$ cat src/rtl/flash_cmd_decoder.sv
module flash_cmd_decoder #(
  parameter int AW = 17,
  parameter int DW = 16,
  parameter int KW = 15,
  parameter logic [DW-1:0] MFR_ID = 16'h00DA,
  parameter logic [DW-1:0] DEV_ID = 16'h00AE
) (
  input  logic          clk,
  input  logic          rst_n,
  input  logic          ce_n,
  input  logic          oe_n,
  input  logic          we_n,
  input  logic [AW-1:0] addr,
  input  logic [DW-1:0] wdata,
  input  logic          busy,
  input  logic          lock_status,
  output logic          cmd_valid,
  output logic [2:0]    cmd_op,
  output logic [AW-1:0] cmd_addr,
  output logic [DW-1:0] cmd_data,
  output logic          id_mode,
  output logic [DW-1:0] id_rdata
);
  localparam logic [KW-1:0] K_LO = KW'(15'h5555);
  localparam logic [KW-1:0] K_HI = KW'(15'h2AAA);
  localparam logic [2:0] OP_PROG = 3'd1, OP_CHIP = 3'd2, OP_SECT = 3'd3,
                         OP_LOCK = 3'd4, OP_IDIN = 3'd5, OP_IDOUT = 3'd6;

  typedef enum logic [2:0] {S_IDLE, S_K1, S_K2, S_PGM, S_E1, S_E2, S_E3} st_t;
  st_t st, nst;

  logic wr_q, fire;
  logic [2:0] nop;

  wire wr_act = !ce_n && !we_n && oe_n;
  wire rd_act = !ce_n && !oe_n;
  wire wr_evt = wr_act && !wr_q;
  wire [KW-1:0] key = addr[KW-1:0];
  wire [7:0] code = wdata[7:0];
  wire at_lo = (key == K_LO);
  wire at_hi = (key == K_HI);

  always_comb begin
    nst  = S_IDLE;
    fire = 1'b0;
    nop  = 3'd0;
    case (st)
      S_IDLE: if (at_lo && code == 8'hAA) nst = S_K1;
              else if (id_mode && code == 8'hF0) begin fire = 1'b1; nop = OP_IDOUT; end
      S_K1:   if (at_hi && code == 8'h55) nst = S_K2;
      S_K2:   if (at_lo) begin
                case (code)
                  8'hA0: nst = S_PGM;
                  8'h80: nst = S_E1;
                  8'h90: begin fire = 1'b1; nop = OP_IDIN; end
                  8'hF0: begin fire = 1'b1; nop = OP_IDOUT; end
                  default: ;
                endcase
              end
      S_PGM:  begin fire = 1'b1; nop = OP_PROG; end
      S_E1:   if (at_lo && code == 8'hAA) nst = S_E2;
      S_E2:   if (at_hi && code == 8'h55) nst = S_E3;
      S_E3:   if (code == 8'h30) begin fire = 1'b1; nop = OP_SECT; end
              else if (at_lo && code == 8'h10) begin fire = 1'b1; nop = OP_CHIP; end
              else if (at_lo && code == 8'h40) begin fire = 1'b1; nop = OP_LOCK; end
      default: ;
    endcase
  end

  always_ff @(posedge clk or negedge rst_n) begin
    if (!rst_n) begin
      st        <= S_IDLE;
      wr_q      <= 1'b0;
      cmd_valid <= 1'b0;
      cmd_op    <= 3'd0;
      cmd_addr  <= '0;
      cmd_data  <= '0;
      id_mode   <= 1'b0;
    end else begin
      wr_q      <= wr_act;
      cmd_valid <= 1'b0;
      if (!busy) begin
        if (wr_evt) begin
          st <= nst;
          if (fire) begin
            cmd_valid <= 1'b1;
            cmd_op    <= nop;
            cmd_addr  <= addr;
            cmd_data  <= wdata;
            if (nop == OP_IDIN)  id_mode <= 1'b1;
            if (nop == OP_IDOUT) id_mode <= 1'b0;
          end
        end else if (rd_act) begin
          st <= S_IDLE;
        end
      end
    end
  end

  always_comb begin
    id_rdata = '0;
    if (id_mode) begin
      if (key == KW'(0))      id_rdata = MFR_ID;
      else if (key == KW'(1)) id_rdata = DEV_ID;
      else if (key == KW'(2)) id_rdata = DW'(lock_status);
    end
  end
endmodule


$ cat config.mk
export PLATFORM = sky130hd
export DESIGN_NAME = flash_cmd_decoder
export DESIGN_NICKNAME = d
export VERILOG_FILES = /design/src/rtl/flash_cmd_decoder.sv
export SDC_FILE = /design/constraint.sdc
export NUM_CORES = 1
export LEC_CHECK = 0
export BUFFER_PORTS_ARGS = -buffer_cell sky130_fd_sc_hd__buf_2
export CAP_MARGIN = 0
export CELL_PAD_IN_SITES_DETAIL_PLACEMENT = 1
export CELL_PAD_IN_SITES_GLOBAL_PLACEMENT = 1
export CORE_ASPECT_RATIO = 1.2
export CORE_MARGIN = 4
export CORE_UTILIZATION = 40
export DETAILED_ROUTE_END_ITERATION = 10
export PLACE_DENSITY = 0.94
export SYNTH_ARGS = -nofsm -noshare
export SYNTH_HDL_FRONTEND = slang
export SYNTH_SLANG_ARGS = --single-unit
$ cat constraint.sdc
create_clock -name clk -period 6.2 [get_ports clk]
set_clock_uncertainty 0.05 [all_clocks]
set_input_delay 0.31 -clock clk [delete_from_list [all_inputs] [get_ports clk]]
set_output_delay 0.31 -clock clk [all_outputs]
set_load 0.1 [all_outputs]
==> flow_metrics.env, run 1 <==
export IMPL_synth_adder_area_share_pct=0
export IMPL_slowest_delay_ns=0.52
export IMPL_wl_per_cell_um=18.6
export IMPL_htreeDepth=2
export IMPL_die_h_um=92.3
export IMPL_rows=30
export IMPL_p_per_area_mw_per_mm2=192
export IMPL_via_per_inst=5.26
export IMPL_synth_area_leader_cell="dfrtp_1"
export IMPL_synth_simple_area_share_pct=17.9
export IMPL_drv_cap=0
export IMPL_clockBufferDepth=2
export IMPL_crit_fanout=4
export IMPL_p_leak_nw=1.56
export IMPL_synth_compound_area_share_pct=8.20
export IMPL_first_pass_iters=4
export IMPL_hold_class="in -> async"
export IMPL_first_iter_violations=86
export IMPL_route_detailed_drc=0
export IMPL_path_cells="buf_2 > or4_1 > nor4_1 > nand4_1 > nor2_1 > and2_1 > buf_2"
export IMPL_synth_seq_area_share_pct=44.4
export IMPL_ir_drop_mv=0.0943
export IMPL_regArea_mm2=0.00105
export IMPL_synth_top_family_by_area="multiplexers"
export IMPL_yosysWarningCount=0
export IMPL_nets=312
export IMPL_cts_root_buf="clkbuf_8"
export IMPL_slew_limit_headroom_pct=38.8
export IMPL_setup_viol=0
export IMPL_drive_gt1_share_pct=49.8
export IMPL_synthesis_area_mm2=0.00237
export IMPL_tns_ns=0
export IMPL_overflow=0
export IMPL_async_flop_share_pct=100
export IMPL_drt_total_wl_mm=6.55
export IMPL_cts_sinks=42
export IMPL_synth_area_mux_share_pct=19.4
export IMPL_area_delta_synth_final_pct=18.5
export IMPL_grt_pass1_vias=1987
export IMPL_routed_top_layer="met4"
export IMPL_status="finished clean"
export IMPL_grt_usage_pct=18.7
export IMPL_fin_crit_ns=2.71
export IMPL_synth_edf_count=0
export IMPL_crit_slowest_cell="or4_1"
export IMPL_post_cts_buffers=0
export IMPL_ys_ff_latch=42
export IMPL_diodes=0
export IMPL_worstMarginPinSlew_ns=0.918
export IMPL_hold_ws_ns=0.0804
export IMPL_hold_viol_final=0
export IMPL_dieArea_mm2=0.00721
export IMPL_fin_crit_sh_pct=43.6
export IMPL_core_mm2=0.00571
export IMPL_syn_inst=194
export IMPL_fill_cells=666
export IMPL_ff2ff_setup_slack_ns=3.71
export IMPL_multi_input_area_mm2=0.00111
export IMPL_place_congestion=0.894
export IMPL_ys_top_cells_by_area="dfrtp_1 44%, mux2_4 16%, buf_4 4.1%"
export IMPL_syn_area_per_cell_um2=12.2
export IMPL_postCtsResizedCells=0
export IMPL_ys_flop_type="dfrtp_1"
export IMPL_dr_wl_met2_mm=3.51
export IMPL_die_w_um=78.2
export IMPL_cts_made_buffers=5
export IMPL_cts_tree="done"
export IMPL_synth_top_area_share_pct=44.4
export IMPL_pin_count=94
export IMPL_grt_max_degree=43
export IMPL_final_cell_mix="85 x buf_2, 42 x dfrtp_1, 26 x mux2_4"
export IMPL_worstSkewPairLatency_ns=0.30
export IMPL_vias=1856
export IMPL_clkTransAtPathRegs_ns=0.10
export IMPL_start_util_pct=41.5
export IMPL_ant_nets=0
export IMPL_wl_met1_mm=2.64
export IMPL_wl_met3_um=325
export IMPL_antenna_found_initial=0
export IMPL_path_buf_inv=2
export IMPL_start_kind="primary input"
export IMPL_crit_required_ns=5.84
export IMPL_rsz0062_at_grt="false"
export IMPL_crit_top_cell="buf_2"
export IMPL_slew_violations=0
export IMPL_dp_hpwl_mm=5.02
export IMPL_port_buffers=85
export IMPL_grt_pass1_wl_mm=10.6
export IMPL_crit_arrival_ns=2.35
export IMPL_worstSetupEndpointType="primary output"
export IMPL_max_freq_ghz=0.370
export IMPL_crit_type="in -> out"
export IMPL_path_delay_family="simple AND/OR/NAND/NOR gates"
export IMPL_synth_xor_area_share_pct=0.370
export IMPL_ys_types=50
export IMPL_layout_commonest_cell="buf_2"
export IMPL_postCtsHoldBufs=0
## area by class of cell
| type | count | area share [%] |
|---|---|---|
| Multi-Input combinational cell | 134 | 39.8 |
| Sequential cell | 42 | 37.5 |
| Timing Repair Buffer | 86 | 15.4 |
| Tap cell | 80 | 3.57 |
| Clock buffer | 5 | 2.46 |
| Clock inverter | 3 | 0.848 |
| Inverter | 3 | 0.402 |
## worst reg2reg max path, cell delays in order (launching register included)
cell and delay [ns]:
dfrtp_1 0.56, and4bb_2 0.31, nand4b_1 0.13, a2bb2oi_1 0.12
o31ai_4 0.25, buf_4 0.52, mux2_2 0.44
## cells by family (layout without fill, tap and decap cells)
family,after synthesis,after routing
mux,32,32
buf+inv,25,97
simple gates,68,68
other cells,1,8
compound gates,25,25
xor+xnor,1,1
flops,42,42
## layer usage
metal	track usage (%)	vias to the layer above
li1	-	858
met1	21.5	925
met2	34.9	65
met3	3.73	8
met4	4.52	0
met5	0	-
## per-stage QoR
step / setup slack [ns] / area (um^2) / cells / power [mW] / utilization [%]
floorplan: 1.87 / 2390 / 201 / 0.335 / -
detailed placement: 3.50 / 2710 / 345 / 0.356 / 47.5
global placement: 3.53 / 2710 / 345 / 0.354 / 47.5
global route: 3.24 / 2800 / 353 / 0.558 / 49.1
finish: 3.49 / 2800 / 353 / 0.537 / 49.1
CTS: 3.47 / 2800 / 353 / 0.541 / 49.1
## path summary, 6_finish.rpt
kind                       depth (start not counted)                   from                      end
min reg2reg                                        2  cmd_op[2]$_DFFE_PN0P_    cmd_op[2]$_DFFE_PN0P_
min in group clk                                   2                   we_n           wr_q$_DFF_PN0_
min                                                1                  rst_n  cmd_data[8]$_DFFE_PN0P_
max reg2reg                                        6      st[0]$_DFFE_PN0P_  cmd_data[9]$_DFFE_PN0P_
max in group asynchronous                          1                  rst_n        st[0]$_DFFE_PN0P_
max                                                7                addr[8]              id_rdata[2]
## sequential cells by signal, summed over array words and instances, names as in the netlist
signal     cells
id_mode        1
cmd_op         3
cmd_valid      1
st             3
cmd_data      16
cmd_addr      17
wr_q           1
## power breakdown
part / switching [mW] / internal, mW
Combinational: 0.0571 / 0.0167
Sequential: 0.00109 / 0.276
Clock: 0.106 / 0.0806
## synthesized netlist by cell type (3+ instances only)
cell type	instances
a21oi_1	3
a22o_1	4
and3_1	3
and4b_1	3
buf_4	13
buf_6	3
clkbuf_8	3
dfrtp_1	42
inv_1	3
mux2_2	6
mux2_4	26
nand2_1	8
nand2b_1	3
nand3_1	3
nand4b_1	3
nor2_1	10
nor3_1	8
nor4_1	6
o21ai_0	5
Power figures use the tool's default switching activity.
==> run 2, diff against run 1 <==
--- a/config.mk
+++ b/config.mk
@@ -11,9 +11,9 @@
 export CELL_PAD_IN_SITES_GLOBAL_PLACEMENT = 1
 export CORE_ASPECT_RATIO = 1.2
 export CORE_MARGIN = 4
-export CORE_UTILIZATION = 40
+export CORE_UTILIZATION = 37
 export DETAILED_ROUTE_END_ITERATION = 10
-export PLACE_DENSITY = 0.94
+export PLACE_DENSITY = 0.89
 export SYNTH_ARGS = -nofsm -noshare
 export SYNTH_HDL_FRONTEND = slang
 export SYNTH_SLANG_ARGS = --single-unit
==> constraint.sdc (replaced) <==
create_clock -name clk -period 2.6 [get_ports clk]
set_clock_uncertainty 0.05 [all_clocks]
set_input_delay 0.13 -clock clk [delete_from_list [all_inputs] [get_ports clk]]
set_output_delay 0.13 -clock clk [all_outputs]
set_load 0.1 [all_outputs]
==> flow_metrics.env, run 2 (synthesized netlist as in run 1, its figures left out) <==
export IMPL_p_leak_nw=1.62
export IMPL_postCtsResizedCells=0
export IMPL_die_w_um=81
export IMPL_area_delta_synth_final_pct=25.1
export IMPL_largest_reg_flops=17
export IMPL_slew_violations=0
export IMPL_overflow=0
export IMPL_reg_largest_list="cmd_addr (17), cmd_data (16)"
export IMPL_dpl_cell_area_mm2=0.00282
export IMPL_post_cts_buffers=0
export IMPL_ir_drop_mv=0.180
export IMPL_place_inst=349
export IMPL_path_cells="buf_2 > or4_1 > nor4_1 > nand4_1 > nor2_4 > buf_2"
export IMPL_die_h_um=95.6
export IMPL_clkTransAtPathRegs_ns=0.07
export IMPL_wl_met1_mm=2.47
export IMPL_r2r_start="st[0]$_DFFE_PN0P_"
export IMPL_first_iter_violations=96
export IMPL_p_per_area_mw_per_mm2=454
export IMPL_hold_viol_final=0
export IMPL_path_delay_family="simple AND/OR/NAND/NOR gates"
export IMPL_vias=1910
export IMPL_start_kind="primary input"
export IMPL_worstMarginPinSlew_ns=0.940
export IMPL_cp_startpoint="addr[8]"
export IMPL_core_mm2=0.00613
export IMPL_rsz0062_at_grt="false"
export IMPL_cts_sinks=42
export IMPL_crit_slowest_cell="or4_1"
export IMPL_wl_per_cell_um=18.2
export IMPL_dp_hpwl_mm=5.12
export IMPL_worstSetupPathDepth=6
export IMPL_ff2ff_setup_slack_ns=0.30
export IMPL_dp_slack_ns=0.221
export IMPL_setup_viol=0
export IMPL_cts_root_buf="clkbuf_8"
export IMPL_top_register="cmd_addr"
export IMPL_start_util_pct=38.6
export IMPL_via_per_inst=5.31
export IMPL_fin_cells=360
export IMPL_crit_type="in -> out"
export IMPL_drive_gt1_share_pct=50.4
export IMPL_place_congestion=0.828
export IMPL_path_buf_inv=2
export IMPL_pin_count=94
export IMPL_drt_total_wl_mm=6.57
export IMPL_routed_top_layer="met4"
export IMPL_total_power_mw=1.34
export IMPL_htreeDepth=2
export IMPL_fin_area_mm2=0.00296
export IMPL_crit_fanout=4
export IMPL_drv_cap=0
export IMPL_crit_required_ns=2.42
export IMPL_port_buffers=85
export IMPL_route_detailed_drc=0
export IMPL_fin_crit_sh_pct=88.5
export IMPL_wl_met3_um=437
export IMPL_fin_ws_ns=0.300
export IMPL_grt_max_degree=43
export IMPL_slew_limit_headroom_pct=37.3
export IMPL_r2r_end="cmd_addr[4]$_DFFE_PN0P_"
export IMPL_status="finished clean"
export IMPL_rows=31
export IMPL_crit_arrival_ns=2.12
export IMPL_ant_nets=0
export IMPL_layout_commonest_cell="buf_2"
export IMPL_dieArea_mm2=0.00774
export IMPL_fin_crit_ns=2.30
export IMPL_grt_pass1_wl_mm=10.4
export IMPL_worstSetupEndpointType="primary output"
export IMPL_slowest_delay_ns=0.51
export IMPL_antenna_found_initial=0
export IMPL_clockBufferDepth=2
export IMPL_hold_ws_ns=0.0157
export IMPL_endpoint="id_rdata[3]"
export IMPL_reg2regPathDepth=6
export IMPL_dr_wl_met2_mm=3.55
export IMPL_grt_pass1_vias=2001
export IMPL_cts_tree="done"
export IMPL_hold_class="in -> reg"
export IMPL_crit_top_cell="buf_2"
export IMPL_postCtsHoldBufs=3
export IMPL_first_pass_iters=4
export IMPL_final_cell_mix="81 x buf_2, 41 x dfrtp_1, 26 x mux2_4"
export IMPL_worstSkewPairLatency_ns=0.29
export IMPL_nets=317
export IMPL_grt_usage_pct=17.5
export IMPL_max_freq_ghz=0.435
export IMPL_diodes=0
export IMPL_cts_made_buffers=5
run 2: changes by cell type in the layout (fill, tap and decap cells not counted), moves of 2 or more:
cell and change:
buf_12 +5, buf_2 -4, dlygate4sd3_1 +3, clkbuf_1 +2, clkinvlp_4 -2
run 2: through the flow:
| stage | util (%) | setup TNS [ns] |
|---|---|---|
| finish | 48.3 | 0 |
| floorplan | - | -0.0719 |
| detailed placement | 46.1 | 0 |
| global placement | 46.1 | 0 |
| global route | 48.3 | 0 |
| CTS | 48.3 | 0 |
run 2: routing by layer:
metal | track usage [%] | up-vias
li1 | - | 866
met1 | 19.8 | 954
met2 | 32.5 | 79
met3 | 3.59 | 11
met4 | 5.21 | 0
met5 | 0 | -
run 2: worst min path at each step:
stage	from	to	slack, ns	depth (start not counted)
after floorplan	rst_n	cmd_addr[0]$_DFFE_PN0P_	-0.22	0
after global placement	rst_n	cmd_data[11]$_DFFE_PN0P_	0.26	1
after detailed placement	rst_n	cmd_addr[15]$_DFFE_PN0P_	0.27	1
after CTS	wdata[15]	cmd_data[15]$_DFFE_PN0P_	0.01	2
after global routing	wdata[15]	cmd_data[15]$_DFFE_PN0P_	0.01	2
final	wdata[15]	cmd_data[15]$_DFFE_PN0P_	0.02	2
run 2: layout make-up:
class | count | area (um^2)
Clock buffer | 7 | 76.3
Clock inverter | 1 | 30.0
Fill cell | 705 | 3170
Inverter | 3 | 11.3
Multi-Input combinational cell | 134 | 1140
Sequential cell | 42 | 1050
Tap cell | 82 | 103
Timing Repair Buffer | 91 | 551
run 2: report_power, final:
part	total [mW]	leakage, nW	internal [mW]	switching (mW)
logic	0.182	0.989	0.0435	0.139
clock network	0.503	0.0524	0.287	0.215
registers	0.660	0.580	0.657	0.00263
total	1.34	1.62	0.988	0.356
